### src/rtl/axi_blg_pkg.sv
package axi_blg_pkg;
  typedef enum logic [1:0] {
    BURST_FIXED = 2'd0,
    BURST_INCR  = 2'd1,
    BURST_RSV2  = 2'd2,
    BURST_RSV3  = 2'd3
  } burst_e;

  typedef enum logic {
    ST_IDLE = 1'b0,
    ST_BUSY = 1'b1
  } gen_state_e;
endpackage

### src/rtl/axi_blg_req_check.sv
module axi_blg_req_check #(
  parameter int OFF_W = 4
) (
  input  logic [2:0] size,
  input  logic [1:0] burst,
  output logic       ok
);
  import axi_blg_pkg::*;
  localparam logic [2:0] MAX_SIZE = 3'(OFF_W);

  logic size_ok, burst_ok;

  always_comb begin
    size_ok  = (size <= MAX_SIZE);
    burst_ok = (burst == BURST_FIXED) || (burst == BURST_INCR);
    ok       = size_ok && burst_ok;
  end
endmodule

### src/rtl/axi_blg_addr_step.sv
module axi_blg_addr_step #(
  parameter int ADDR_W = 32
) (
  input  logic [ADDR_W-1:0] cur_addr,
  input  logic [2:0]        size,
  input  logic [1:0]        burst,
  output logic [ADDR_W-1:0] next_addr
);
  import axi_blg_pkg::*;

  logic [ADDR_W-1:0] sz_mask;
  logic [ADDR_W-1:0] aligned;

  always_comb begin
    sz_mask = (ADDR_W'(1) << size) - ADDR_W'(1);
    aligned = cur_addr & ~sz_mask;
    if (burst == BURST_INCR) next_addr = aligned + sz_mask + ADDR_W'(1);
    else                     next_addr = cur_addr;
  end
endmodule

### src/rtl/axi_blg_lane_mask.sv
module axi_blg_lane_mask #(
  parameter int DATA_BYTES = 16,
  localparam int OFF_W = $clog2(DATA_BYTES)
) (
  input  logic [OFF_W-1:0]      off,
  input  logic [2:0]            size,
  output logic [DATA_BYTES-1:0] strb,
  output logic [OFF_W-1:0]      lane_base
);
  logic [OFF_W:0] lmask;
  logic [OFF_W:0] start_w;
  logic [OFF_W:0] end_excl;

  always_comb begin
    lmask     = ((OFF_W+1)'(1) << size) - (OFF_W+1)'(1);
    start_w   = {1'b0, off};
    lane_base = off & ~lmask[OFF_W-1:0];
    end_excl  = {1'b0, lane_base} + lmask + (OFF_W+1)'(1);
  end

  for (genvar i = 0; i < DATA_BYTES; i++) begin : g_lane
    localparam logic [OFF_W:0] LANE = (OFF_W+1)'(i);
    assign strb[i] = (LANE >= start_w) && (LANE < end_excl);
  end
endmodule

### src/rtl/axi_beat_lane_gen.sv
module axi_beat_lane_gen #(
  parameter int ADDR_W     = 32,
  parameter int LEN_W      = 8,
  parameter int DATA_BYTES = 16,
  localparam int OFF_W     = $clog2(DATA_BYTES)
) (
  input  logic                  clk,
  input  logic                  rst,
  input  logic                  req_valid,
  output logic                  req_ready,
  input  logic [ADDR_W-1:0]     req_addr,
  input  logic [LEN_W-1:0]      req_len,
  input  logic [2:0]            req_size,
  input  logic [1:0]            req_burst,
  output logic                  req_err,
  output logic                  beat_valid,
  input  logic                  beat_ready,
  output logic [ADDR_W-1:0]     beat_addr,
  output logic [DATA_BYTES-1:0] beat_strb,
  output logic [OFF_W-1:0]      beat_offset,
  output logic                  beat_last
);
  import axi_blg_pkg::*;

  gen_state_e            state_q;
  logic [ADDR_W-1:0]     addr_q;
  logic [LEN_W-1:0]      len_q;
  logic [LEN_W-1:0]      cnt_q;
  logic [2:0]            size_q;
  logic [1:0]            burst_q;
  logic [DATA_BYTES-1:0] strb_q;
  logic [OFF_W-1:0]      off_q;
  logic                  last_q;
  logic                  valid_q;
  logic                  err_q;

  logic                  req_ok;
  logic [ADDR_W-1:0]     step_addr;
  logic [ADDR_W-1:0]     load_addr;
  logic [2:0]            load_size;
  logic [DATA_BYTES-1:0] mask_strb;
  logic [OFF_W-1:0]      mask_base;
  logic                  take_req;
  logic                  take_beat;
  logic [LEN_W-1:0]      cnt_inc;

  axi_blg_req_check #(.OFF_W(OFF_W)) u_check (
    .size  (req_size),
    .burst (req_burst),
    .ok    (req_ok)
  );

  axi_blg_addr_step #(.ADDR_W(ADDR_W)) u_step (
    .cur_addr  (addr_q),
    .size      (size_q),
    .burst     (burst_q),
    .next_addr (step_addr)
  );

  always_comb begin
    load_addr = (state_q == ST_IDLE) ? req_addr : step_addr;
    load_size = (state_q == ST_IDLE) ? req_size : size_q;
    take_req  = req_valid && (state_q == ST_IDLE);
    take_beat = valid_q && beat_ready;
    cnt_inc   = cnt_q + LEN_W'(1);
  end

  axi_blg_lane_mask #(.DATA_BYTES(DATA_BYTES)) u_mask (
    .off       (load_addr[OFF_W-1:0]),
    .size      (load_size),
    .strb      (mask_strb),
    .lane_base (mask_base)
  );

  always_ff @(posedge clk) begin
    if (rst) begin
      state_q <= ST_IDLE;
      addr_q  <= '0;
      len_q   <= '0;
      cnt_q   <= '0;
      size_q  <= '0;
      burst_q <= '0;
      strb_q  <= '0;
      off_q   <= '0;
      last_q  <= 1'b0;
      valid_q <= 1'b0;
      err_q   <= 1'b0;
    end else begin
      err_q <= 1'b0;
      if (state_q == ST_IDLE) begin
        if (take_req) begin
          if (req_ok) begin
            state_q <= ST_BUSY;
            addr_q  <= req_addr;
            len_q   <= req_len;
            cnt_q   <= '0;
            size_q  <= req_size;
            burst_q <= req_burst;
            strb_q  <= mask_strb;
            off_q   <= mask_base;
            last_q  <= (req_len == '0);
            valid_q <= 1'b1;
          end else begin
            err_q <= 1'b1;
          end
        end
      end else if (take_beat) begin
        if (last_q) begin
          state_q <= ST_IDLE;
          valid_q <= 1'b0;
          last_q  <= 1'b0;
        end else begin
          addr_q <= step_addr;
          cnt_q  <= cnt_inc;
          strb_q <= mask_strb;
          off_q  <= mask_base;
          last_q <= (cnt_inc == len_q);
        end
      end
    end
  end

  assign req_ready   = (state_q == ST_IDLE);
  assign req_err     = err_q;
  assign beat_valid  = valid_q;
  assign beat_addr   = addr_q;
  assign beat_strb   = strb_q;
  assign beat_offset = off_q;
  assign beat_last   = last_q;
endmodule

### config.mk
export PLATFORM = sky130hd
export DESIGN_NAME = axi_beat_lane_gen
export DESIGN_NICKNAME = d
export VERILOG_FILES = /design/src/rtl/axi_blg_pkg.sv /design/src/rtl/axi_blg_req_check.sv /design/src/rtl/axi_blg_addr_step.sv /design/src/rtl/axi_blg_lane_mask.sv /design/src/rtl/axi_beat_lane_gen.sv
export SDC_FILE = /design/constraint.sdc
export NUM_CORES = 1
export LEC_CHECK = 0
export ABC_AREA = 1
export ABC_CLOCK_PERIOD_IN_PS = 2850
export BUFFER_PORTS_ARGS = -buffer_cell sky130_fd_sc_hd__buf_2
export CAP_MARGIN = 0
export CORE_MARGIN = 3
export CORE_UTILIZATION = 53
export CTS_BUF_LIST = sky130_fd_sc_hd__clkbuf_4 sky130_fd_sc_hd__clkbuf_8
export DETAILED_ROUTE_END_ITERATION = 10
export GPL_TIMING_DRIVEN = 0
export PLACE_DENSITY = 0.8
export SLEW_MARGIN = 20
export SYNTH_ARGS = -nofsm -noshare
export SYNTH_HDL_FRONTEND = slang
export SYNTH_HIERARCHICAL = 1
export SYNTH_SLANG_ARGS = --single-unit
export TNS_END_PERCENT = 50
### constraint.sdc
create_clock -name clk -period 2.85 [get_ports clk]
set_input_delay 0.57 -clock clk [delete_from_list [all_inputs] [get_ports clk]]
set_output_delay 0.57 -clock clk [all_outputs]
set_load 0.1 [all_outputs]
==> metrics, run 1 <==
# rows=36; Worst setup EP type=register; initial antenna violation count=1; Routed WL per cell=15.02 um; die area=11830 um2; Yosys reg bits=77; most common cell in the synthesized netlist=nand2_1; placed insts=1170; Multi-input gate area=3662 um2; Synth cell types=39; Required @ worst endpoint=3.13 ns; Leak=3.205 nW; endpoints failing setup=0; Register Area=1558 um2; startpoint types=register; first-pass GRT wire length=28220 um; gr usage total=0.3001; worst-margin pin slew=0.6790 ns; Core Util, Final=0.6889; Arr. time, crit path=3.12 ns; IO buf count=104; Core Region=10000 um2; Synth Warn #=6; H-tree Lvls=3; Clock Path Buffers=2; met2 usage=0.5035; Post-Route WL=18100 um; largest net degree at the start of global routing=13; Async SR Flop Fraction=0; top-area cell type share of the netlist area=0.2755; Clock Tree Root=clkbuf_8; die width=108.8 um; Max Freq=352.9 MHz; final hold viol count=0; CTS clk-pin slew, worst paths=0.07 ns; Min-Delay Path Class=register to register; Post-DP HPWL=13050 um; Post-synth top cells=307 x nand2_1, 102 x nand3_1, 92 x inv_1, 84 x a21oi_1, 77 x dfxtp_1; Post-Synthesis Cells=933; Critical Path Fanout Max=7; starting density of the core=0.5596; Layout area overhead=23.12%; CTS tree=built; Iteration-0 DRC Markers=722; vias in the first global route=5867; hold_buf cts=0; Power Total=0.003455 W; worst vdd ir=0.3995 mV; Final Non-Filler Cells=1205; Top FF cell, synth=dfxtp_1; drc violations=0; grt total ovfl=0; CTS Sinks=77; minimum clock period=2.834 ns; Diodes inserted=0; Power per Cell Area=501.5 nW/um2; Final ANT Viol Nets=0; status=finished clean; EDFF count, synth=0; share of layout cells above drive strength 1=0.2537; first-pass iteration count of the detailed router=5; mapped cell area=5595 um2; GPL Wtd Cong=0.9643; setup TNS=0 ns; Ports=105; clock latency on the worst-skew pair=0.36 ns; area leader, netlist=dfxtp_1; net count after synthesis=989; sequential area share after synthesis=0.2755; fin. max-slew vios=0; global-route layer with the greatest usage=met2; largest cells by area after synthesis=dfxtp_1 28%, nand2_1 21%, nand3_1 9.1%; unrepaired setup endpoints after global routing=yes; final worst-path cycle share=0.9943; # fillers=941; Final #Nets=1124; Vias=6637; Crit Path Class=register to register; mean post-synth cell area=5.997 um2; Worst Clk Skew=0.008191 ns; M3 GR Usage=0.05269; chip height=108.8 um; max cap viols=0; vias per cell=5.508; TritonCTS Buffers=9; GR met1 Demand/Resource=0.3924; hold_ws=0.4610 ns; Rel. slew slack=0.5474
-- per-layer routing --
metal  part of all wire  up-vias
li1                   -     3276
met1               0.43     3047
met2               0.47      272
met3              0.079       40
met4              0.024        2
met5            0.00066        -
-- report_power, final --
part / switching, W / internal, W
clock: 0.000413 / 0.000317
sequential: 0.0000587 / 0.00113
combinational: 0.00107 / 0.000468
-- worst paths after layout --
check                            startpoint                   endpoint  slack (ns)  cells after the start
hold reg to reg   beat_strb[9]$_SDFFE_PP0P_  beat_strb[9]$_SDFFE_PP0P_        0.46                      2
hold / removal    beat_strb[9]$_SDFFE_PP0P_  beat_strb[9]$_SDFFE_PP0P_        0.46                      2
setup reg to reg     size_q[1]$_SDFFE_PP0P_  beat_strb[1]$_SDFFE_PP0P_        0.02                     19
setup / recovery     size_q[1]$_SDFFE_PP0P_  beat_strb[1]$_SDFFE_PP0P_        0.02                     19
-- through the flow --
| stage | worst slack [ns] | instance area, um2 |
|---|---|---|
| after floorplan | 0.02024 | 5618 |
| after global placement | -0.3477 | 6305 |
| after detailed placement | -0.3857 | 6305 |
| after CTS | 0.02400 | 6563 |
| after global routing | -0.07864 | 6889 |
| final | 0.01613 | 6889 |
-- cells by family after synthesis --
family / Yosys count / share of synthesized area
buffers and inverters: 150 / 0.1138
DFF: 77 / 0.2755
and+or+nand+nor: 554 / 0.4497
AOI/OAI and AO/OA: 131 / 0.1210
adders and majority gates: 7 / 0.01565
xor gates and xnor gates: 14 / 0.02437
-- critical path, stage by stage, from the launching register on --
cell	delay (ns)
dfxtp_4	0.37
buf_4	0.17
nor2_4	0.12
nand3b_1	0.18
o21ai_1	0.20
nand2_1	0.08
nand2_1	0.19
inv_1	0.14
nand4_4	0.17
ha_4	0.17
buf_4	0.11
nand3_2	0.07
nand2_2	0.09
nand2_4	0.08
buf_6	0.15
nand3_1	0.09
nand3_2	0.08
inv_1	0.07
nand3_1	0.08
a21oi_2	0.15
-- cell type report --
| cell class | instances | share of cell area |
|---|---|---|
| timing repair buffer | 126 | 0.1012 |
| clock inverter | 5 | 0.004177 |
| buffer | 42 | 0.03414 |
| multi-input combinational | 706 | 0.5316 |
| tap | 133 | 0.02416 |
| clock buffer | 10 | 0.01907 |
| sequential | 77 | 0.2261 |
| inverter | 106 | 0.05957 |
-- cell usage in the layout, fill, tap and decap left out, types with 4 or more instances in the layout --
cell and instances:
nor4_1 4, o21ai_2 4, nand2_1 292, inv_4 5, nand2_2 19, a21oi_2 5, nor2_1 57, clkbuf_8 9
xnor2_1 6, nand4_1 27, o21ai_1 9, clkinv_2 4, nand3b_1 4, nor3_1 8, nor2_4 10, ha_4 4
dfxtp_1 70, buf_1 5, nand3_2 12, buf_2 114, inv_1 86, clkbuf_1 14, buf_6 8, a21oi_1 81
nand3_1 94, buf_4 25, o21ai_0 25, xor2_1 7, nor2_2 9, dfxtp_2 4, nand2_4 12, inv_2 14
-- registers in the layout, indices dropped and copies added (netlist names) --
| signal | flops |
|---|---|
| beat_offset | 4 |
| beat_last | 1 |
| req_err | 1 |
| len_q | 8 |
| beat_valid | 1 |
| state_q | 1 |
| beat_strb | 16 |
| cnt_q | 8 |
| size_q | 3 |
| burst_q | 2 |
| beat_addr | 32 |
-- what timing repair did --
action                                  in CTS  in global routing
endpoints found under the setup margin      16                 17
hold endpoints to repair                     0                  0
setup buffers                                6                 15
pin swaps                                    9                 33
resized for setup                           30                 56
cloned                                       0                  1
Note: power is estimated with default switching activity, not from simulation.
==> run 2, diff against run 1 <==
--- a/config.mk
+++ b/config.mk
@@ -5,16 +5,15 @@
 export SDC_FILE = /design/constraint.sdc
 export NUM_CORES = 1
 export LEC_CHECK = 0
-export ABC_AREA = 1
 export ABC_CLOCK_PERIOD_IN_PS = 2850
 export BUFFER_PORTS_ARGS = -buffer_cell sky130_fd_sc_hd__buf_2
 export CAP_MARGIN = 0
 export CORE_MARGIN = 3
-export CORE_UTILIZATION = 53
+export CORE_UTILIZATION = 52
 export CTS_BUF_LIST = sky130_fd_sc_hd__clkbuf_4 sky130_fd_sc_hd__clkbuf_8
 export DETAILED_ROUTE_END_ITERATION = 10
 export GPL_TIMING_DRIVEN = 0
-export PLACE_DENSITY = 0.8
+export PLACE_DENSITY = 0.79
 export SLEW_MARGIN = 20
 export SYNTH_ARGS = -nofsm -noshare
 export SYNTH_HDL_FRONTEND = slang
==> metrics, run 2 <==
unrepaired setup endpoints after global routing=yes; starting density of the core=0.5406 (-0.01897); vias per cell=5.978 (+8.5%); CTS tree=built; chip height=107.3 um (-1.4%); Top FF cell, synth=dfxtp_1; Final Non-Filler Cells=968 (-20%); # fillers=756 (-20%); Layout area overhead=33.58%; share of power burned in registers=0.339 (-0.006); Min-Delay Path Class=primary input to register; Async SR Flop Fraction=0 (unchanged); CTS clk-pin slew, worst paths=0.09 ns (+0.02 ns); IO buf count=103 (-0.96%); initial antenna violation count=0 (-1); share of layout cells above drive strength 1=0.3641 (+0.1103); Multi-input gate area=3945 um2 (+7.7%); grt total ovfl=0 (unchanged); Core Util, Final=0.7221 (+0.03316); hold_buf cts=0 (unchanged); Power per Cell Area=493.8 nW/um2 (-1.5%); final worst slack=-0.3992 ns (-0.4153 ns); endpoints failing setup=44 (+44); Worst setup EP type=register; DP Area=6173 um2 (-2.1%); clock latency on the worst-skew pair=0.37 ns (about the same); die area=11510 um2 (-2.7%); Synth Area in Simple Gates=0.2851 (-0.1646); mean post-synth cell area=7.865 um2 (+31%); Post-Route WL=17400 um (-3.9%); TritonCTS Buffers=9 (unchanged); Synth cell types=84 (+120%); Clock Tree Root=clkbuf_8; Clock Path Buffers=2 (unchanged); status=finished with violations; Post-synth top cells=109 x nand2_1, 77 x dfxtp_1, 74 x nor2_1, 53 x a21oi_1, 36 x a211oi_1; net count after synthesis=734 (-26%); most common cell in the synthesized netlist=nand2_1; Crit Path Class=register to register; XOR/XNOR Fraction of Synth Area=0.06734 (+0.04297); top-area cell type share of the netlist area=0.2891 (+0.01357); drc violations=0 (unchanged); most common cell after layout, fill and taps aside=buf_2; Routed WL per cell=17.97 um (+20%); first-pass iteration count of the detailed router=4 (-1); combinational family with the most area after synthesis=simple AND/OR/NAND/NOR gates; Rel. slew slack=0.5949 (+0.04751); Final #Nets=886 (-21%); Synth Warn #=6 (unchanged); minimum clock period=3.249 ns (+0.4153 ns); switching power=0.001349 W (-12%); Vias=5787 (-13%); Core Region=9864 um2 (-1.4%); area leader, netlist=dfxtp_1; max reg flops=32 (unchanged); H-tree Lvls=3 (unchanged); mux share of post-synthesis cell area=0.08282 (+0.08282); Critical Path Fanout Max=4 (-3); # rows=36 (unchanged); Post-Synth Adder-Cell Area=0.01830 (+0.002648); Iteration-0 DRC Markers=382 (-47%); fin. max-slew vios=0 (unchanged); Ports=105 (unchanged); Max Freq=307.8 MHz (-13%); Diodes inserted=0 (unchanged); max cap viols=0 (unchanged); placed insts=914 (-22%); first-pass GRT wire length=26960 um (-4.5%); final hold viol count=0 (unchanged); startpoint types=register; Final ANT Viol Nets=0 (unchanged); Post-Synthesis Cells=678 (-27%); Arr. time, crit path=3.55 ns (+0.43 ns); worst-margin pin slew=0.6077 ns (-0.07127 ns); failing checks=negative setup slack; gr usage total=0.2911 (-0.009045); largest cells by area after synthesis=dfxtp_1 29%, nand2_1 7.7%, mux2i_1 5.8%; Post-DP HPWL=11620 um (-11%); Clk pwr share=0.292 (+0.081); final worst-path cycle share=1.140 (+0.1457); largest net degree at the start of global routing=19 (+6); hold_ws=0.4380 ns (-0.02300 ns); Sw Ratio=0.3835 (-0.06148); sequential area share after synthesis=0.2891 (+0.01357); EDFF count, synth=0 (unchanged); mapped cell area=5333 um2 (-4.7%); worst vdd ir=0.2726 mV (-32%); Leak=2.856 nW (-11%); Compound-Gate Fraction of Synth Area=0.2015 (+0.08057); fin area=7123 um2 (+3.4%); CTS Sinks=77 (unchanged); GPL Wtd Cong=0.9147 (-5.1%); Comb power frac=0.369 (-0.075); die width=107.3 um (-1.4%); Register Area=1555 um2 (-0.16%); Internal Power=0.002169 W (+13%); vias in the first global route=5629 (-4.1%); Worst Clk Skew=0.01281 ns (+0.004624 ns); most frequent cells in the layout=123 x buf_2, 107 x nand2_1, 70 x dfxtp_1; Yosys reg bits=77 (unchanged); Power Total=0.003518 W (+1.8%); Required @ worst endpoint=3.15 ns (+0.02 ns)
==> run 2: changes by cell type after synthesis, moves of 11 or more <==
| cell | previous run | this run |
|---|---|---|
| nand3_1 | 102 | 16 |
| o21ai_0 | 30 | 17 |
| inv_1 | 92 | 13 |
| nand4_1 | 27 | 13 |
| mux2i_1 | 0 | 31 |
| nand2_1 | 307 | 109 |
| a21oi_1 | 84 | 53 |
| inv_2 | 13 | 0 |
| nor3_2 | 0 | 11 |
| xnor2_1 | 6 | 28 |
| a211oi_1 | 0 | 36 |
| nand2_2 | 14 | 2 |
| nor2_1 | 62 | 74 |
==> run 2: logic make-up (layout without fill, tap and decap cells) <==
family | after synthesis | in the layout
mux | 41 | 41
xor+xnor | 41 | 41
compound gates | 152 | 152
fa+ha+maj | 8 | 8
simple gates | 299 | 299
flops | 77 | 77
buf+inv | 60 | 217
==> run 2: power by group through the flow <==
| stage | Combinational (W) | Clock [W] | Sequential, W |
|---|---|---|---|
| CTS | 0.00122 | 0.00103 | 0.00119 |
| finish | 0.00130 | 0.00103 | 0.00119 |
| detailed placement | 0.00107 | 0 | 0.00122 |
| global route | 0.00137 | 0.00107 | 0.00120 |
| global placement | 0.00106 | 0 | 0.00121 |
| floorplan | 0.000544 | 0 | 0.00153 |
==> run 2: per-layer routing <==
| layer | routed length, um | global-route usage |
|---|---|---|
| met1 | 7093 | 0.3501 |
| met2 | 8441 | 0.5031 |
| met3 | 1214 | 0.04799 |
| met4 | 647 | 0.1397 |
| met5 | 0 | 0 |
==> run 2: final cells by class <==
type	instances	share of cell area
Buffer	42	0.03689
Clock buffer	9	0.01739
Clock inverter	7	0.01598
Inverter	14	0.008783
Multi-Input combinational cell	541	0.5538
Sequential cell	77	0.2183
Tap cell	133	0.02336
Timing Repair Buffer	145	0.1254
==> run 2: path summary, 6_finish.rpt <==
path                         startpoint                          to  slack [ns]  cells after the start
max              size_q[2]$_SDFFE_PP0P_   beat_strb[5]$_SDFFE_PP0P_       -0.40                     17
min                          req_len[1]       len_q[1]$_SDFFE_PP0P_        0.44                      3
max reg2reg      size_q[2]$_SDFFE_PP0P_   beat_strb[5]$_SDFFE_PP0P_       -0.40                     17
min reg2reg  beat_strb[10]$_SDFFE_PP0P_  beat_strb[10]$_SDFFE_PP0P_        0.46                      2
==> run 2: critical path, cell delays in order, from the launching register on <==
cell and delay [ns]:
dfxtp_4 0.37, or3_4 0.40, ha_4 0.29, nand2b_4 0.08
ha_4 0.24, nand2_2 0.05, nand2_1 0.07, mux2_4 0.29
nor2b_4 0.15, inv_4 0.05, ha_4 0.27, inv_4 0.04
and3_4 0.14, a41oi_2 0.18, o21ai_1 0.11, a211oi_2 0.22
nand2_1 0.10, a21oi_2 0.13
==> run 2: what timing repair did <==
item,CTS,global route
gates resized for setup,43,47
cloned,2,0
endpoints found under the setup margin,39,45
setup buffers,27,13
pin swaps,38,41
==> run 2: stage by stage <==
step                setup TNS (ns)  worst slack [ns]
floorplan                   -4.390           -0.3863
global placement            -10.41           -0.7902
detailed placement          -12.33           -0.8728
CTS                         -4.905           -0.3450
global route                -14.40           -0.5503
finish                      -8.995           -0.3992
==> run 3, diff against run 2 <==
--- a/config.mk
+++ b/config.mk
@@ -14,9 +14,9 @@
 export DETAILED_ROUTE_END_ITERATION = 10
 export GPL_TIMING_DRIVEN = 0
 export PLACE_DENSITY = 0.79
+export SKIP_CTS_REPAIR_TIMING = 1
 export SLEW_MARGIN = 20
 export SYNTH_ARGS = -nofsm -noshare
 export SYNTH_HDL_FRONTEND = slang
-export SYNTH_HIERARCHICAL = 1
 export SYNTH_SLANG_ARGS = --single-unit
 export TNS_END_PERCENT = 50
==> metrics, run 3 <==
Post-DP HPWL=12490 um (+7.5%); # rows=35 (-2.8%); Rel. slew slack=0.3952 (-0.1996); grt total ovfl=0 (unchanged); failing checks=negative setup slack; Clk pwr share=0.277 (-0.015); die width=104.9 um (-2.2%); Yosys reg bits=77 (unchanged); vias in the first global route=5533 (-1.7%); Max Freq=308.6 MHz (+0.27%); minimum clock period=3.240 ns (-0.008755 ns); sequential area share after synthesis=0.3033 (+0.01423); Worst Clk Skew=0.01442 ns (+0.001607 ns); unrepaired setup endpoints after global routing=yes; Diodes inserted=0 (unchanged); first-pass GRT wire length=27300 um (+1.3%); gr usage total=0.3022 (+0.01109); first-pass iteration count of the detailed router=6 (+2); CTS tree=built; Final #Nets=862 (-2.7%); Top FF cell, synth=dfxtp_1; CP delay by family, top=simple AND/OR/NAND/NOR gates; Async SR Flop Fraction=0 (unchanged); Layout area overhead=30.16%; CP max stage cell=or3_4; Crit Path Class=register to register; Routed WL per cell=19.33 um (+7.5%); clock latency on the worst-skew pair=0.36 ns (about the same); initial antenna violation count=0 (unchanged); placed insts=897 (-1.9%); final hold viol count=0 (unchanged); max cap viols=0 (unchanged); Clock Path Buffers=2 (unchanged); switching power=0.001267 W (-6.1%); CP bufs+invs=3 (+1); chip height=104.9 um (-2.2%); Top cell by count, worst path=ha_4; setup TNS=-5.251 ns (+3.744 ns); worst vdd ir=0.3364 mV (+23%); Post-Route WL=18170 um (+4.4%); startpoint types=register; share of layout cells above drive strength 1=0.2922 (-0.07184); Power per Cell Area=475.4 nW/um2 (-3.7%); starting density of the core=0.5423 (+0.001735); Critical Path Fanout Max=8 (+4); IO buf count=103 (unchanged); share of power burned in registers=0.375 (+0.036); Post-synth top cells=84 x nor2_1, 77 x dfxtp_1, 48 x nand2_1, 41 x a21oi_1, 37 x clkbuf_1; vias per cell=6.489 (+8.5%); Place WS=-0.6937 ns (+0.1791 ns); Vias=6100 (+5.4%); mapped cell area=5082 um2 (-4.7%); max incr delay on CP=0.39 ns (about the same); GPL Wtd Cong=0.9676 (+5.8%); status=finished with violations; endpoints failing setup=27 (-39%); max reg flops=32 (unchanged); largest net degree at the start of global routing=15 (-4); drc violations=0 (unchanged); fin area=6615 um2 (-7.1%); Synth Warn #=0 (-6); most frequent cells in the layout=109 x buf_2, 81 x nor2_1, 73 x dfxtp_1; largest cells by area after synthesis=dfxtp_1 30%, nor2_1 6.2%, mux2i_1 4.1%; Post-Synthesis Cells=665 (-1.9%); mean post-synth cell area=7.643 um2 (-2.8%); H-tree Lvls=3 (unchanged); Min-Delay Path Class=primary input to register; Ports=105 (unchanged); net count after synthesis=721 (-1.8%); Final Non-Filler Cells=940 (-2.9%); worst-margin pin slew=0.9002 ns (+0.2925 ns); Synth cell types=75 (-11%); fin. max-slew vios=0 (unchanged); Worst setup EP type=register; crit-path cells=buf_8 -> or3_4 -> ha_4 -> nand2b_4 -> ha_4 -> nand4b_1 -> o211ai_1 -> buf_4 -> inv_6 -> nand2_2 -> ha_4 -> or2_4 -> nor2b_1 -> a32oi_1 -> a31oi_1; top-area cell type share of the netlist area=0.3033 (+0.01423); Leak=2.514 nW (-12%); EDFF count, synth=0 (unchanged); CTS clk-pin slew, worst paths=0.09 ns (about the same); final worst slack=-0.3905 ns (+0.008755 ns); hold_ws=0.4545 ns (+0.01657 ns); Core Region=9371 um2 (-5.0%); most common cell after layout, fill and taps aside=buf_2; most common cell in the synthesized netlist=nor2_1; final worst-path cycle share=1.137 (-0.003072); Clock Tree Root=clkbuf_8; Final ANT Viol Nets=0 (unchanged); Internal Power=0.001878 W (-13%); Iteration-0 DRC Markers=703 (+84%); area leader, netlist=dfxtp_1; Arr. time, crit path=3.47 ns (-0.08 ns); TritonCTS Buffers=9 (unchanged); DP Area=5872 um2 (-4.9%); die area=11000 um2 (-4.4%); Sw Ratio=0.4028 (+0.01926); Comb power frac=0.348 (-0.021); CTS Sinks=77 (unchanged); Required @ worst endpoint=3.08 ns (-0.07 ns)
==> run 3: cell types whose count changed in the layout (fill, tap and decap cells not counted), moves of 7 or more <==
cell and change:
nand2_1 -61, a211oi_1 -13, nor3_1 +18, clkbuf_1 +17, buf_2 -14, a21oi_1 -8
buf_4 -7, mux2i_1 -10, buf_6 -7, nor2_1 +15, o21ai_0 +16, xor2_1 -9
xnor2_1 -17, nand3_1 +21
==> run 3: power by group through the flow <==
stage               sequential (W)  combinational (W)  clock [W]
floorplan                  0.00149           0.000427          0
CTS                        0.00118           0.000926   0.000874
global placement           0.00120           0.000910          0
detailed placement         0.00120           0.000922          0
global route               0.00118            0.00115   0.000926
finish                     0.00118            0.00109   0.000872
==> run 3: tightest hold or removal path: stages <==
cell and delay, ns:
buf_2 0.09, mux2i_1 0.06, nor2_1 0.07
==> run 3: final cells by class <==
cell class,instances,area (um2)
timing repair buffer,130,730.7
clock inverter,6,72.57
inverter,15,66.31
multi-input combinational,525,3649
buffer,48,250.2
clock buffer,10,131.4
fill,764,2756
sequential,77,1554
tap,129,161.4
==> run 3: layer usage <==
layer  part of all wire  GRT usage  up-vias
met5                  0          0        -
met2               0.47     0.5037      400
met3              0.097    0.04632       74
met4              0.042     0.1453        0
li1                   -          -     2782
met1               0.39     0.3811     2844
==> run 3: final timing paths <==
check	to	depth (start not counted)	startpoint	slack, ns
max	beat_strb[12]$_SDFFE_PP0P_	15	size_q[2]$_SDFFE_PP0P_	-0.39
min	len_q[4]$_SDFFE_PP0P_	3	req_len[4]	0.45
min reg2reg	beat_offset[3]$_SDFFE_PP0P_	2	beat_offset[3]$_SDFFE_PP0P_	0.47
max reg2reg	beat_strb[12]$_SDFFE_PP0P_	15	size_q[2]$_SDFFE_PP0P_	-0.39
==> run 3: metrics by stage <==
stage                     utilization  power [W]
after floorplan                     -   0.001915
after global placement         0.6266   0.002109
after detailed placement       0.6266   0.002124
after CTS                      0.6483   0.002978
after global routing           0.7059   0.003258
final                          0.7059   0.003145
==> run 3: kinds of logic after synthesis <==
| kind of cell | count (synthesis) | share of synthesized area |
|---|---|---|
| AO/OA/AOI/OAI | 186 | 0.2548 |
| XOR/XNOR | 17 | 0.02930 |
| adder cells (fa/ha/maj) | 7 | 0.01723 |
| buffers and inverters | 63 | 0.04899 |
| flip-flops | 77 | 0.3033 |
| multiplexers | 25 | 0.05244 |
| AND/OR/NAND/NOR | 290 | 0.2939 |
